[config.mk]
export PLATFORM = sky130hd
export DESIGN_NAME = vcbuf_top
export DESIGN_NICKNAME = d
export VERILOG_FILES = /design/src/rtl/vcbuf_pkg.sv /design/src/rtl/vcbuf_fifo.sv /design/src/rtl/vcbuf_tokens.sv /design/src/rtl/vcbuf_arb.sv /design/src/rtl/vcbuf_top.sv
export SDC_FILE = /design/constraint.sdc
export NUM_CORES = 1
export LEC_CHECK = 0
export BUFFER_PORTS_ARGS = -buffer_cell sky130_fd_sc_hd__buf_2
export CORE_MARGIN = 2
export CORE_UTILIZATION = 39
export CTS_BUF_LIST = sky130_fd_sc_hd__clkbuf_4 sky130_fd_sc_hd__clkbuf_8 sky130_fd_sc_hd__clkbuf_16
export DETAILED_ROUTE_END_ITERATION = 16
export GPL_ROUTABILITY_DRIVEN = 0
export GPL_TIMING_DRIVEN = 0
export SETUP_SLACK_MARGIN = 0.05
export SYNTH_ARGS = -nofsm -noshare
export SYNTH_HDL_FRONTEND = slang
export SYNTH_SLANG_ARGS = --single-unit
[constraint.sdc]
create_clock -name clk -period 28.8 [get_ports clk]
set_input_delay 0 -clock clk [delete_from_list [all_inputs] [get_ports clk]]
set_output_delay 0 -clock clk [all_outputs]
set_load 0.03 [all_outputs]
[src/rtl/vcbuf_pkg.sv]
package vcbuf_pkg;
    localparam int NUM_VC = 2;

    typedef enum logic {
        VC_FWD = 1'b0,
        VC_BWD = 1'b1
    } vc_id_e;
endpackage

[src/rtl/vcbuf_fifo.sv]
module vcbuf_fifo #(
    parameter int W     = 92,
    parameter int DEPTH = 7
) (
    input  logic                         clk,
    input  logic                         rst_n,
    input  logic                         push,
    input  logic [W-1:0]                 push_data,
    input  logic                         pop,
    output logic [W-1:0]                 head,
    output logic                         empty,
    output logic                         full,
    output logic [$clog2(DEPTH+1)-1:0]   occ
);
    localparam int PW = (DEPTH > 1) ? $clog2(DEPTH) : 1;
    localparam int CW = $clog2(DEPTH + 1);

    typedef struct packed {
        logic [PW-1:0] wp;
        logic [PW-1:0] rp;
        logic [CW-1:0] cnt;
    } fifo_st_t;

    fifo_st_t s_q, s_d;
    logic [W-1:0] mem_q [DEPTH];

    function automatic logic [PW-1:0] ptr_inc(input logic [PW-1:0] p);
        return (p == PW'(DEPTH - 1)) ? '0 : p + 1'b1;
    endfunction

    always_comb begin
        s_d = s_q;
        if (push) s_d.wp = ptr_inc(s_q.wp);
        if (pop)  s_d.rp = ptr_inc(s_q.rp);
        s_d.cnt = s_q.cnt + CW'(push) - CW'(pop);
    end

    always_ff @(posedge clk) begin
        if (!rst_n) s_q <= '0;
        else        s_q <= s_d;
    end

    always_ff @(posedge clk) begin
        if (push) mem_q[s_q.wp] <= push_data;
    end

    assign head  = mem_q[s_q.rp];
    assign empty = (s_q.cnt == '0);
    assign full  = (s_q.cnt == CW'(DEPTH));
    assign occ   = s_q.cnt;

    AST_NO_OVERFLOW: assert property (@(posedge clk) disable iff (!rst_n)
        push |-> !full);
    AST_NO_UNDERFLOW: assert property (@(posedge clk) disable iff (!rst_n)
        pop |-> !empty);
endmodule

[src/rtl/vcbuf_tokens.sv]
module vcbuf_tokens #(
    parameter int DEPTH = 7
) (
    input  logic                       clk,
    input  logic                       rst_n,
    input  logic                       take,
    input  logic                       give,
    output logic [$clog2(DEPTH+1)-1:0] cnt
);
    localparam int CW = $clog2(DEPTH + 1);

    logic [CW-1:0] cnt_q, cnt_d;

    always_comb begin
        cnt_d = cnt_q - CW'(take) + CW'(give);
    end

    always_ff @(posedge clk) begin
        if (!rst_n) cnt_q <= CW'(DEPTH);
        else        cnt_q <= cnt_d;
    end

    assign cnt = cnt_q;

    AST_TOK_NO_EXCESS: assert property (@(posedge clk) disable iff (!rst_n)
        (give && !take) |-> (cnt_q != CW'(DEPTH)));
    AST_TOK_NO_DEBT: assert property (@(posedge clk) disable iff (!rst_n)
        (take && !give) |-> (cnt_q != '0));
endmodule

[src/rtl/vcbuf_arb.sv]
module vcbuf_arb (
    input  logic       clk,
    input  logic       rst_n,
    input  logic [1:0] have,
    input  logic       ready,
    output logic       valid,
    output logic       sel,
    output logic [1:0] pop
);
    logic last_q, last_d;
    logic fire;

    always_comb begin
        valid = |have;
        if (have == 2'b11) sel = ~last_q;
        else               sel = have[1];
        fire   = valid && ready;
        pop    = fire ? (2'b01 << sel) : 2'b00;
        last_d = fire ? sel : last_q;
    end

    always_ff @(posedge clk) begin
        if (!rst_n) last_q <= 1'b1;
        else        last_q <= last_d;
    end

    AST_ONE_POP: assert property (@(posedge clk) disable iff (!rst_n)
        $onehot0(pop));
    AST_ALTERNATE: assert property (@(posedge clk) disable iff (!rst_n)
        (fire && have == 2'b11) |=> (have != 2'b11 || !ready || sel != $past(sel)));
endmodule

[src/rtl/vcbuf_top.sv]
module vcbuf_top #(
    parameter int W     = 92,
    parameter int DEPTH = 7
) (
    input  logic                       clk,
    input  logic                       rst_n,
    input  logic                       wr_valid,
    input  logic                       wr_vc,
    input  logic [W-1:0]               wr_data,
    input  logic                       rd_ready,
    output logic                       rd_valid,
    output logic                       rd_vc,
    output logic [W-1:0]               rd_data,
    output logic [1:0]                 tok_ret,
    output logic [$clog2(DEPTH+1)-1:0] tok_cnt0,
    output logic [$clog2(DEPTH+1)-1:0] tok_cnt1,
    output logic                       ovf_err
);
    import vcbuf_pkg::*;
    localparam int CW = $clog2(DEPTH + 1);

    logic [W-1:0]  head   [NUM_VC];
    logic [CW-1:0] occ    [NUM_VC];
    logic [CW-1:0] tok    [NUM_VC];
    logic [NUM_VC-1:0] empty, full, accept, pop;
    logic err_q, err_d;

    for (genvar c = 0; c < NUM_VC; c++) begin : g_vc
        assign accept[c] = wr_valid && (wr_vc == c[0]) && !full[c];

        vcbuf_fifo #(.W(W), .DEPTH(DEPTH)) u_fifo (
            .clk(clk), .rst_n(rst_n),
            .push(accept[c]), .push_data(wr_data), .pop(pop[c]),
            .head(head[c]), .empty(empty[c]), .full(full[c]), .occ(occ[c])
        );

        vcbuf_tokens #(.DEPTH(DEPTH)) u_tok (
            .clk(clk), .rst_n(rst_n),
            .take(accept[c]), .give(pop[c]), .cnt(tok[c])
        );

        AST_TOK_MATCH: assert property (@(posedge clk) disable iff (!rst_n)
            (32'(tok[c]) + 32'(occ[c])) == DEPTH);
    end

    vcbuf_arb u_arb (
        .clk(clk), .rst_n(rst_n),
        .have(~empty), .ready(rd_ready),
        .valid(rd_valid), .sel(rd_vc), .pop(pop)
    );

    always_comb begin
        err_d = wr_valid && full[wr_vc];
    end

    always_ff @(posedge clk) begin
        if (!rst_n) err_q <= 1'b0;
        else        err_q <= err_d;
    end

    assign rd_data  = head[rd_vc];
    assign tok_ret  = pop;
    assign tok_cnt0 = tok[VC_FWD];
    assign tok_cnt1 = tok[VC_BWD];
    assign ovf_err  = err_q;

    AST_ERR_FLAG: assert property (@(posedge clk) disable iff (!rst_n)
        (wr_valid && full[wr_vc]) |=> ovf_err);
    AST_HOLD_OFFER: assert property (@(posedge clk) disable iff (!rst_n)
        (rd_valid && !rd_ready) |=> rd_valid);
endmodule

# [Word-level counts from Yosys, hierarchy flattened]
# Memories as Yosys holds them, arrays and structs flattened. A register that Yosys moved wholly into a read port is not among the register bits.
# Cells that the tools add are included.
[totals] reg_bits=26 ram_bits=1288 inputBits=97 output_inout_bits=103 word_cells=68 n_memories=2
[op_classes] n_addsub=12 n_lt_le_gt_ge=2 n_eq_ne=7 n_shift=1 muxes=19 bitwise_logic=4 n_reduce_logical=11
[mem_list] name="g_vc[0].u_fifo.mem_q" depth=7 word_bits=92 rd=1 rd_clocked_by_memory_dff=1 write_ports=1 line_no="vcbuf_fifo.sv:25" rtl="logic [W-1:0] mem_q [DEPTH];"
[mem_list] name="g_vc[1].u_fifo.mem_q" depth=7 word_bits=92 rd=1 rd_clocked_by_memory_dff=1 write_ports=1 line_no="vcbuf_fifo.sv:25"
[op_table] op="$mux W92" n=3
[op_table] op="$mux W3" n=8
[op_table] op="$eq A3 B3 Y1 const B" n=6
[op_table] op="$add A3 B1 Y3" n=4
[op_table] op="$add A3 B1 Y3 const B" n=4
[op_table] op="$sub A3 B1 Y3" n=4
[op_table] op="$mux W1" n=7
[op_table] op="$logic_and A1 B1 Y1" n=6
[op_table] op="$logic_not A3 Y1" n=2
[op_table] op="$eq A2 B2 Y1 const B" n=1
[op_table] op="$ge A2 B2 Y1 const B" n=1
[op_table] op="$logic_not A1 Y1" n=2
[op_table] op="$lt A1 B2 Y1 const B" n=1
[op_table] op="$mux W2" n=1
[op_table] op="$not A1 Y1" n=2
[op_table] op="$not A1 Y2" n=1
[op_table] op="$not A2 Y2" n=1
[op_table] op="$reduce_or A2 Y1" n=1
[op_table] op="$shl A1 B1 Y2 const A" n=1

# [Logic depth before layout (Yosys ltp)]
# Gate-level depths: netlist of run 1.
[depth] ltp_word=8 depth_mapped=10 ltp_nobuf=10

# [Modules after synthesis]
# A second synthesis of run 1 with hierarchy kept.
[hier_totals] hier_cells=2827 area_unflattened_um2=53886.7
[modules_own_cells] mod="vcbuf_fifo at g_vc[0].u_fifo" instances=1 cells_each=1340 area_per_inst_um2=25971.2 seq_area_each_um2=19578.8
[modules_own_cells] mod="vcbuf_fifo at g_vc[1].u_fifo" instances=1 cells_each=1340 area_per_inst_um2=25964.9 seq_area_each_um2=19578.8
[modules_own_cells] mod="vcbuf_top" instances=1 cells_each=111 area_per_inst_um2=1572.8 seq_area_each_um2=20.0
[modules_own_cells] mod="vcbuf_tokens" instances=2 cells_each=13 area_per_inst_um2=152.6 seq_area_each_um2=60.1
[modules_own_cells] mod="vcbuf_arb" instances=1 cells_each=10 area_per_inst_um2=72.6 seq_area_each_um2=20.0

# [Worst setup path before layout of run 1]
# No wires, ideal clock.
[synth_timing] path_type="register -> register" from="reg g_vc[1].u_fifo.s_q (netlist bit g_vc[1].u_fifo.occ[1])" to="mem g_vc[1].u_fifo.mem_q[0][0], enable pin" setup_ns=0.770 arrival_ns=9.389 t_required_ns=28.030 path_slack_ns=18.641 stages_incl_launch_ff=4 n_path_buf=0 synth_period_minus_slack_ns=10.159 cell_sequence="dfxtp_1 nand3_1 nand3_1 nor4_1"
[synth_between] elab_chain_len=5
[synth_lines] item="from (decl)" line_no="vcbuf_fifo.sv:24" rtl="fifo_st_t s_q, s_d;"
[synth_lines] item="from (signal assigned)" line_no="vcbuf_fifo.sv:39" rtl="if (!rst_n) s_q <= '0;"
[synth_lines] item="from (signal assigned)" line_no="vcbuf_fifo.sv:40" rtl="else s_q <= s_d;"
[synth_lines] item="$eq A3 B3 Y1" line_no="vcbuf_fifo.sv:49" rtl="assign full = (s_q.cnt == CW'(DEPTH));"
[synth_lines] item="$logic_not A1 Y1" line_no="vcbuf_top.sv:29" rtl="assign accept[c] = wr_valid && (wr_vc == c[0]) && !full[c];"
[synth_lines] item="$logic_and A1 B1 Y1" line_no="vcbuf_top.sv:29"
[synth_lines] item="$mux W1" line_no="vcbuf_fifo.sv:44" rtl="if (push) mem_q[s_q.wp] <= push_data;"
[synth_lines] item="$mux W1 (not written as such)" line_no="vcbuf_fifo.sv:44"
[synth_lines] item="to (decl)" line_no="vcbuf_fifo.sv:25"
# No other way between the ends.

==> results.md, run 1 <==
* Status: complete, no violations
* Initial Util at about two fifths
* TritonRoute pass-1 iters at 5
* WL final at about 130000 um
* First-pass GRT wire length at 194000 um
* Drc violations at 0
* Slowest-stage cell, CP: dfxtp_1
* Vias at 28.7k
* Design area at just over 60000 sq um
* Vias in the first global route at approximately 29k
* CP cell instances: buf_2, buf_2, clkbuf_1, a211o_1, a31oi_1, o21ai_1, buf_2
* CP peak stage delay at 750 ps
* Finished Layout Cells at 5384
* Commonest non-fill, non-tap cells in the layout: 1288 x edfxtp_1, 462 x mux2i_1, 272 x buf_2
* R2R depth at 6
* Worst slew margin at 10.0%
* Drt wl/cell at approximately 25 um
* Number of synthesized flops with an enable pin at about 1.3k
* Async S/R FF share, synth at 0%
* Clock Power Share at approximately 32%
* Top_reg_cell synth: edfxtp_1
* Switching Share at 33.3%
* DP HPWL at 89800 um
* Setup TNS at 0 ps
* Tcrit/Tclk final at 14.5%
* Worst slew pin tran at 1350 ps
* Synth cell types at 52
* Worst Setup Start Kind: flip-flop
* Yosys top cell by area: edfxtp_1
* Pint at 3.53 mW
* Placement Rows at 133
* Area share of fa/ha/maj cells after synthesis at 0.350%
* Largest cells by area after synthesis: edfxtp_1 75%, mux2i_1 9.0%, a211o_1 1.6%, o2111ai_2 1.4%, a22oi_1 1.3%
* CP Max Fanout at 10
* Main combinational cell family by area after synthesis: multiplexers
* CTS max path bufs at 3
* Leakage power at 20.2 nW
* Kind of cell adding the most delay to the critical path: buffers and inverters
* Hold WC Path Type: in -> reg
* CP required at 28800 ps
* Fill cell count at approximately 11k
* Die Area at 135000 sq um
* Crit. path cell count at 7
* Sequential share of the synthesized area at 76.4%
* Fmax at 239 MHz
* Die height at 367 um
* Synth Warn # at 0
* Most frequent cell on the critical path: buf_2
* Max_cap viols at 0
* H-tree Lvls at 4
* Synthesized flop and latch total at 1320
* Seq pwr share at 40.8%
* Synthesized Nets at 3036
* Share of layout cells above drive strength 1 at 20.3%
* IO buf count at 198
* Final setup viols at 0
* Post-CTS Setup Bufs at 0
* Worst setup EP type: output port
* Vias per cell at roughly 5.3
* Hold Path Depth at 2
* CTS buffer count at 137
* Mux cell area share after synthesis at 8.99%
* RSZ-0062 raised after global routing: no
* Final ANT Viol Nets at 0
* Chip Width at 367 um
* Core Footprint at ~130000 sq um
* IO Pins at 200
* Synth Area in XOR/XNOR at 0.136%
* P&R area growth vs syn at 19.9%
* Total grt overflow at 0
* Max VDD drop at 0.0000684 V
* Starting DRT DRC Count at 2747
* Initial antenna violation count at 19
* Comb power frac at 27.3%
* Max Slew Vio Count at 0
* CP bufs+invs at 4
* Top-area cell type share of the netlist area at 75.2%
* Crit path time final at 4180 ps
* Hold_ws at ~160 ps
* Skew-Pair Late Insertion Delay at 740 ps
* Worst path arrival time at between 4000 and 5000 ps
* Largest net degree at the start of global routing at 27
* Power per cell area at about 86 nW/um^2
* Commonest non-fill, non-tap cell in the layout: edfxtp_1
* P_sw at 1.76 mW
* Hold Vio Cnt, Final at 0
* Post-CTS resize count at 0
* Clock-pin slew on the worst setup and hold paths at 60 ps
* Critical path class: reg -> out
* CTS tree: yes
* Setup Skew at 20.0 ps
* GRT Util Overall at 19.6%
* CTS Sinks at 1320
* Simple-Gate Fraction of Synth Area at 3.60%
* Post-DP Area at 56400 sq um
* Root buffer cell: clkbuf_16
* Placed Cells incl. Taps at slightly above 5k
* Mapped Avg Cell Area at 17.6 sq um
* Synth Area in Compound Gates at 8.62%
* Cell area after synthesis at 51400 sq um
* Synthesized instance count at slightly below 3k
* Nets at between 3k and 4k
[routing by layer]
| metal | global-route usage (%) | part of all wire [%] | vias to the layer above |
|---|---|---|---|
| met4 | 6.83 | 2.9 | 14 |
| li1 | - | - | 12900 |
| met1 | 26.3 | 43 | 14600 |
| met5 | 0 | 0.073 | - |
| met2 | 31.9 | 47 | 976 |
| met3 | 3.80 | 6.8 | 223 |
[final cells by class]
type,instances,area (sq um),share of cell area [%]
buffer,192,901,1.46
tap,1755,2200,3.56
clock inverter,72,563,0.913
timing repair buffer,448,3620,5.88
sequential,1320,39300,63.8
antenna,8,20.0,0.0325
clock buffer,174,3730,6.05
multi-input combinational,1398,11200,18.2
inverter,17,63.8,0.103
[flip-flops by register name, summed over array words and instances, names as in the netlist, named ones only]
register,cells
ovf_err,1
g_vc.u_fifo.occ,6
g_vc.u_fifo.mem_q,1288
u_arb.last_q,1
g_vc.u_fifo.s_q,12
g_vc.u_tok.cnt,6
[what timing repair did]
| action | CTS | global route |
|---|---|---|
| hold endpoints to repair | 1338 | 0 |
| hold buffers | 98 | 0 |
| setup endpoints to repair | 0 | 0 |
[cell usage after synthesis (32+ instances only)]
cell type  instances
edfxtp_1        1288
mux2i_1          462
nand2_1          104
clkbuf_1          98
nand2b_1          96
nor2b_1           96
a211o_1           93
a22oi_1           92
a31oi_1           92
o22ai_1           92
buf_2             74
o2111ai_2         47
o21ai_0           47
o2111ai_1         45
o21ai_1           37
dfxtp_1           32
[worst paths after layout]
kind / start / to / slack (ps)
min: wr_data[40] / g_vc[0].u_fifo.mem_q[4][40] / 160
max reg2reg: g_vc[1].u_fifo.occ[1] / g_vc[1].u_fifo.mem_q[1][54] / 25740
max: flip-flop / rd_data[45] / 24620
min reg2reg: g_vc[0].u_tok.cnt[2] / g_vc[0].u_tok.cnt[2] / 500
[power groups by stage]
stage	logic, mW	registers, mW	clock network (mW)
after global placement	1.43	2.21	0
after floorplan	0.887	2.21	0
after CTS	1.47	2.16	1.72
final	1.44	2.16	1.69
after detailed placement	1.45	2.20	0
after global routing	1.54	2.16	1.79
[cell families (layout without fill, tap and decap cells)]
logic type,after synthesis,in the layout
flops,1320,1320
compound gates,576,576
mux,462,462
simple gates,340,340
buf+inv,209,903
fa+ha+maj,12,12
xor+xnor,8,8
other cells,0,8
[per-stage QoR]
step | setup WS (ps) | total power [mW] | utilization [%]
6_report | 24620 | 5.30 | 47.0
3_5_place_dp | 25420 | 3.65 | 43.0
5_1_grt | 24520 | 5.49 | 47.0
4_1_cts | 24610 | 5.35 | 47.0
2_1_floorplan | 18640 | 3.09 | -
3_3_place_gp | 8060 | 3.64 | 41.7
(Power assumes the default switching activity.)
==> run 2: changes to the inputs <==
==> constraint.sdc (replaced) <==
create_clock -name clk -period 3.7 [get_ports clk]
set_input_delay 0 -clock clk [delete_from_list [all_inputs] [get_ports clk]]
set_output_delay 0 -clock clk [all_outputs]
set_load 0.03 [all_outputs]
==> run 2 against run 1 <==
Net effect: count of clock-buffer cells in the layout down 9; clock power grew to 8.1 times the previous value; routed wire length hardly changed; via count decreased by 1.2%; critical path depth is 1 higher; clock skew up 12 ps; sequential power increased to 7.8 times the previous value; global-route usage grew 0.057 points; total power rose to 7.9 times the previous value; register-to-register slack worse by 25000 ps; critical path type unchanged.
==> results.md, run 2 (synthesis gave the netlist of run 1 again) <==
* Status: complete, no violations
* Worst path arrival time at 3500 ps (-680 ps)
* Setup TNS at 0 ps (unchanged)
* Max Slew Vio Count at 0 (unchanged)
* Setup slack, reg-to-reg at 680 ps (-25060 ps)
* Hold WC Path Type: in -> reg
* Die Area at 135000 sq um (unchanged)
* CP Max Fanout at 10 (unchanged)
* Worst Slack Setup Final at 200 ps (-24420 ps)
* IO buf count at 198 (unchanged)
* Share of layout cells above drive strength 1 at 19.5% (-0.80 points)
* Drt wl/cell at 25.2 um (+1.1%)
* Fill cell count at 11.2k (-1.4%)
* Skew-Pair Late Insertion Delay at 760 ps (+20 ps)
* Critical path class: reg -> out
* Design area at 62000 sq um (+0.62%)
* CTS Sinks at 1320 (unchanged)
* Hold_ws at 151 ps (-11.5 ps)
* Worst slew pin tran at 992 ps (-358 ps)
* Post-DP Area at 56500 sq um (+0.32%)
* Starting DRT DRC Count at 2847 (+3.6%)
* Vias per cell at 5.33 (about the same)
* Tcrit/Tclk final at ~95%
* Nets at 3570 (-1.5%)
* R2R depth at 6 (unchanged)
* CP peak stage delay at 520 ps (-230 ps)
* RSZ-0062 raised after global routing: no
* Largest regs: g_vc.u_fifo.mem_q: 1288 flops, g_vc.u_fifo.s_q: 12 flops
* Root buffer cell: clkbuf_16
* Largest register FFs at 1288 (unchanged)
* Max VDD drop at 0.000622 V (+810%)
* CP cell instances: buf_2, buf_2, buf_2, mux2i_1, o22ai_1, a31oi_1, o21ai_1, buf_2
* Worst setup EP type: output port
* Vias at 28.4k (-1.2%)
* Slowest-stage cell, CP: o21ai_1
* Worst Setup Start Kind: flip-flop
* P&R area growth vs syn at 20.6%
* Drc violations at 0 (unchanged)
* Hold Path Sink: g_vc[1].u_fifo.mem_q[5][83]
* Fmax at 286 MHz
* Most frequent cell on the critical path: buf_2
* Core Footprint at 131000 sq um (unchanged)
* Hold Path Depth at 2 (unchanged)
* Chip Width at 367 um (unchanged)
* Hold Path Origin: wr_data[83]
* Max_cap viols at 0 (unchanged)
* Worst slew margin at 33.4% (+23 points)
* WL final at 134000 um (about the same)
* Setup Skew at 31.8 ps (+11.8 ps)
* Final ANT Viol Nets at 0 (unchanged)
* Initial antenna violation count at 11 (-8)
* Placement Rows at 133 (unchanged)
* Placement Setup Slack at 279 ps (-25140 ps)
* H-tree Lvls at 4 (unchanged)
* Vias in the first global route at 28.2k (-2.3%)
* TritonRoute pass-1 iters at 5 (unchanged)
* CP required at 3700 ps (-25100 ps)
* Finished Layout Cells at 5323 (-1.1%)
* Crit path time final at 3500 ps
* Die height at 367 um (unchanged)
* Largest net degree at the start of global routing at 28 (+3.7%)
* Placed Cells incl. Taps at 4979 (-1.1%)
* Final core occ at 47.3% (+0.29 points)
* DP HPWL at 87300 um (-2.7%)
* Commonest non-fill, non-tap cells in the layout: 1288 x edfxtp_1, 462 x mux2i_1, 269 x buf_2
* IO Pins at 200 (unchanged)
* First-pass GRT wire length at 193000 um (-0.38%)
* Hold Vio Cnt, Final at 0 (unchanged)
* Clock-pin slew on the worst setup and hold paths at 60 ps (about the same)
* CTS tree: yes
* Final setup viols at 0 (unchanged)
* CTS max path bufs at 3 (unchanged)
* Biggest register: g_vc.u_fifo.mem_q
* Total grt overflow at 0 (unchanged)
* Leakage power at 20.2 nW (-0.18%)
* Initial Util at 39.2% (unchanged)
* Total power at 41.8 mW (+690%)
* Power per cell area at 674 nW/um^2 (+690%)
* Reg-to-Reg End: g_vc[0].u_fifo.mem_q[3][47]
* CTS buffer count at 137 (unchanged)
* Worst R2R Start: g_vc[0].u_fifo.s_q[7]
* Commonest non-fill, non-tap cell in the layout: edfxtp_1
* GRT Util Overall at 19.7% (+0.057 points)
==> run 2: cell count changes in the layout (fill, tap and decap cells not counted), moves of 21 or more <==
cell | previous run | this run
buf_4 | 70 | 6
buf_6 | 63 | 33
buf_16 | 3 | 24
buf_8 | 13 | 37
==> run 2: power by group <==
| group | internal [mW] | total (mW) | switching [mW] |
|---|---|---|---|
| clock network | 8.04 | 13.7 | 5.66 |
| registers | 16.7 | 16.8 | 0.139 |
| logic | 3.37 | 11.3 | 7.94 |
| total | 28.1 | 41.8 | 13.7 |
==> run 2: metal layers <==
| metal | GRT usage [%] | share of wire (%) | vias to the layer above |
|---|---|---|---|
| li1 | - | - | 12800 |
| met1 | 26.9 | 44 | 14400 |
| met2 | 31.2 | 46 | 936 |
| met3 | 4.50 | 7.4 | 190 |
| met4 | 6.05 | 2.4 | 10 |
| met5 | 0 | 0.042 | - |
==> run 2: final cells by class <==
type | instances | area [sq um] | area share [%]
antenna | 3 | 7.51 | 0.0121
buffer | 192 | 927 | 1.49
clock buffer | 165 | 3740 | 6.03
clock inverter | 78 | 727 | 1.17
inverter | 17 | 63.8 | 0.103
multi-input combinational | 1398 | 11300 | 18.3
sequential | 1320 | 39300 | 63.4
tap | 1755 | 2200 | 3.54
timing repair buffer | 395 | 3700 | 5.97
==> run 2: critical path: cells and delay by family (launching register included) <==
| kind | cells | cell delay, ps |
|---|---|---|
| buf+inv | 4 | 1530 |
| compound gates | 3 | 750 |
| flops | 1 | 300 |
| mux | 1 | 130 |
==> run 2: what timing repair did <==
action / 4_1_cts / 5_1_grt
hold buffers: 98 / 0
endpoints found under the setup margin: 90 / 4
buffers inserted: 0 / 0
endpoints found under the hold margin: 1372 / 0
resized for setup: 18 / 7
pin swaps: 0 / 0
==> run 2: worst max path at each step <==
stage / from / to / slack, ps / cells past startpoint
floorplan: g_vc[1].u_fifo.s_q[7] / g_vc[1].u_fifo.mem_q[2][0] / -1100 / 2
global placement: g_vc[1].u_fifo.s_q[7] / g_vc[1].u_fifo.mem_q[6][55] / -5240 / 2
global route: flip-flop / rd_data[3] / 50 / 8
detailed placement: flip-flop / rd_data[45] / 280 / 7
finish: flip-flop / rd_data[2] / 200 / 8
CTS: flip-flop / rd_data[4] / 60 / 8
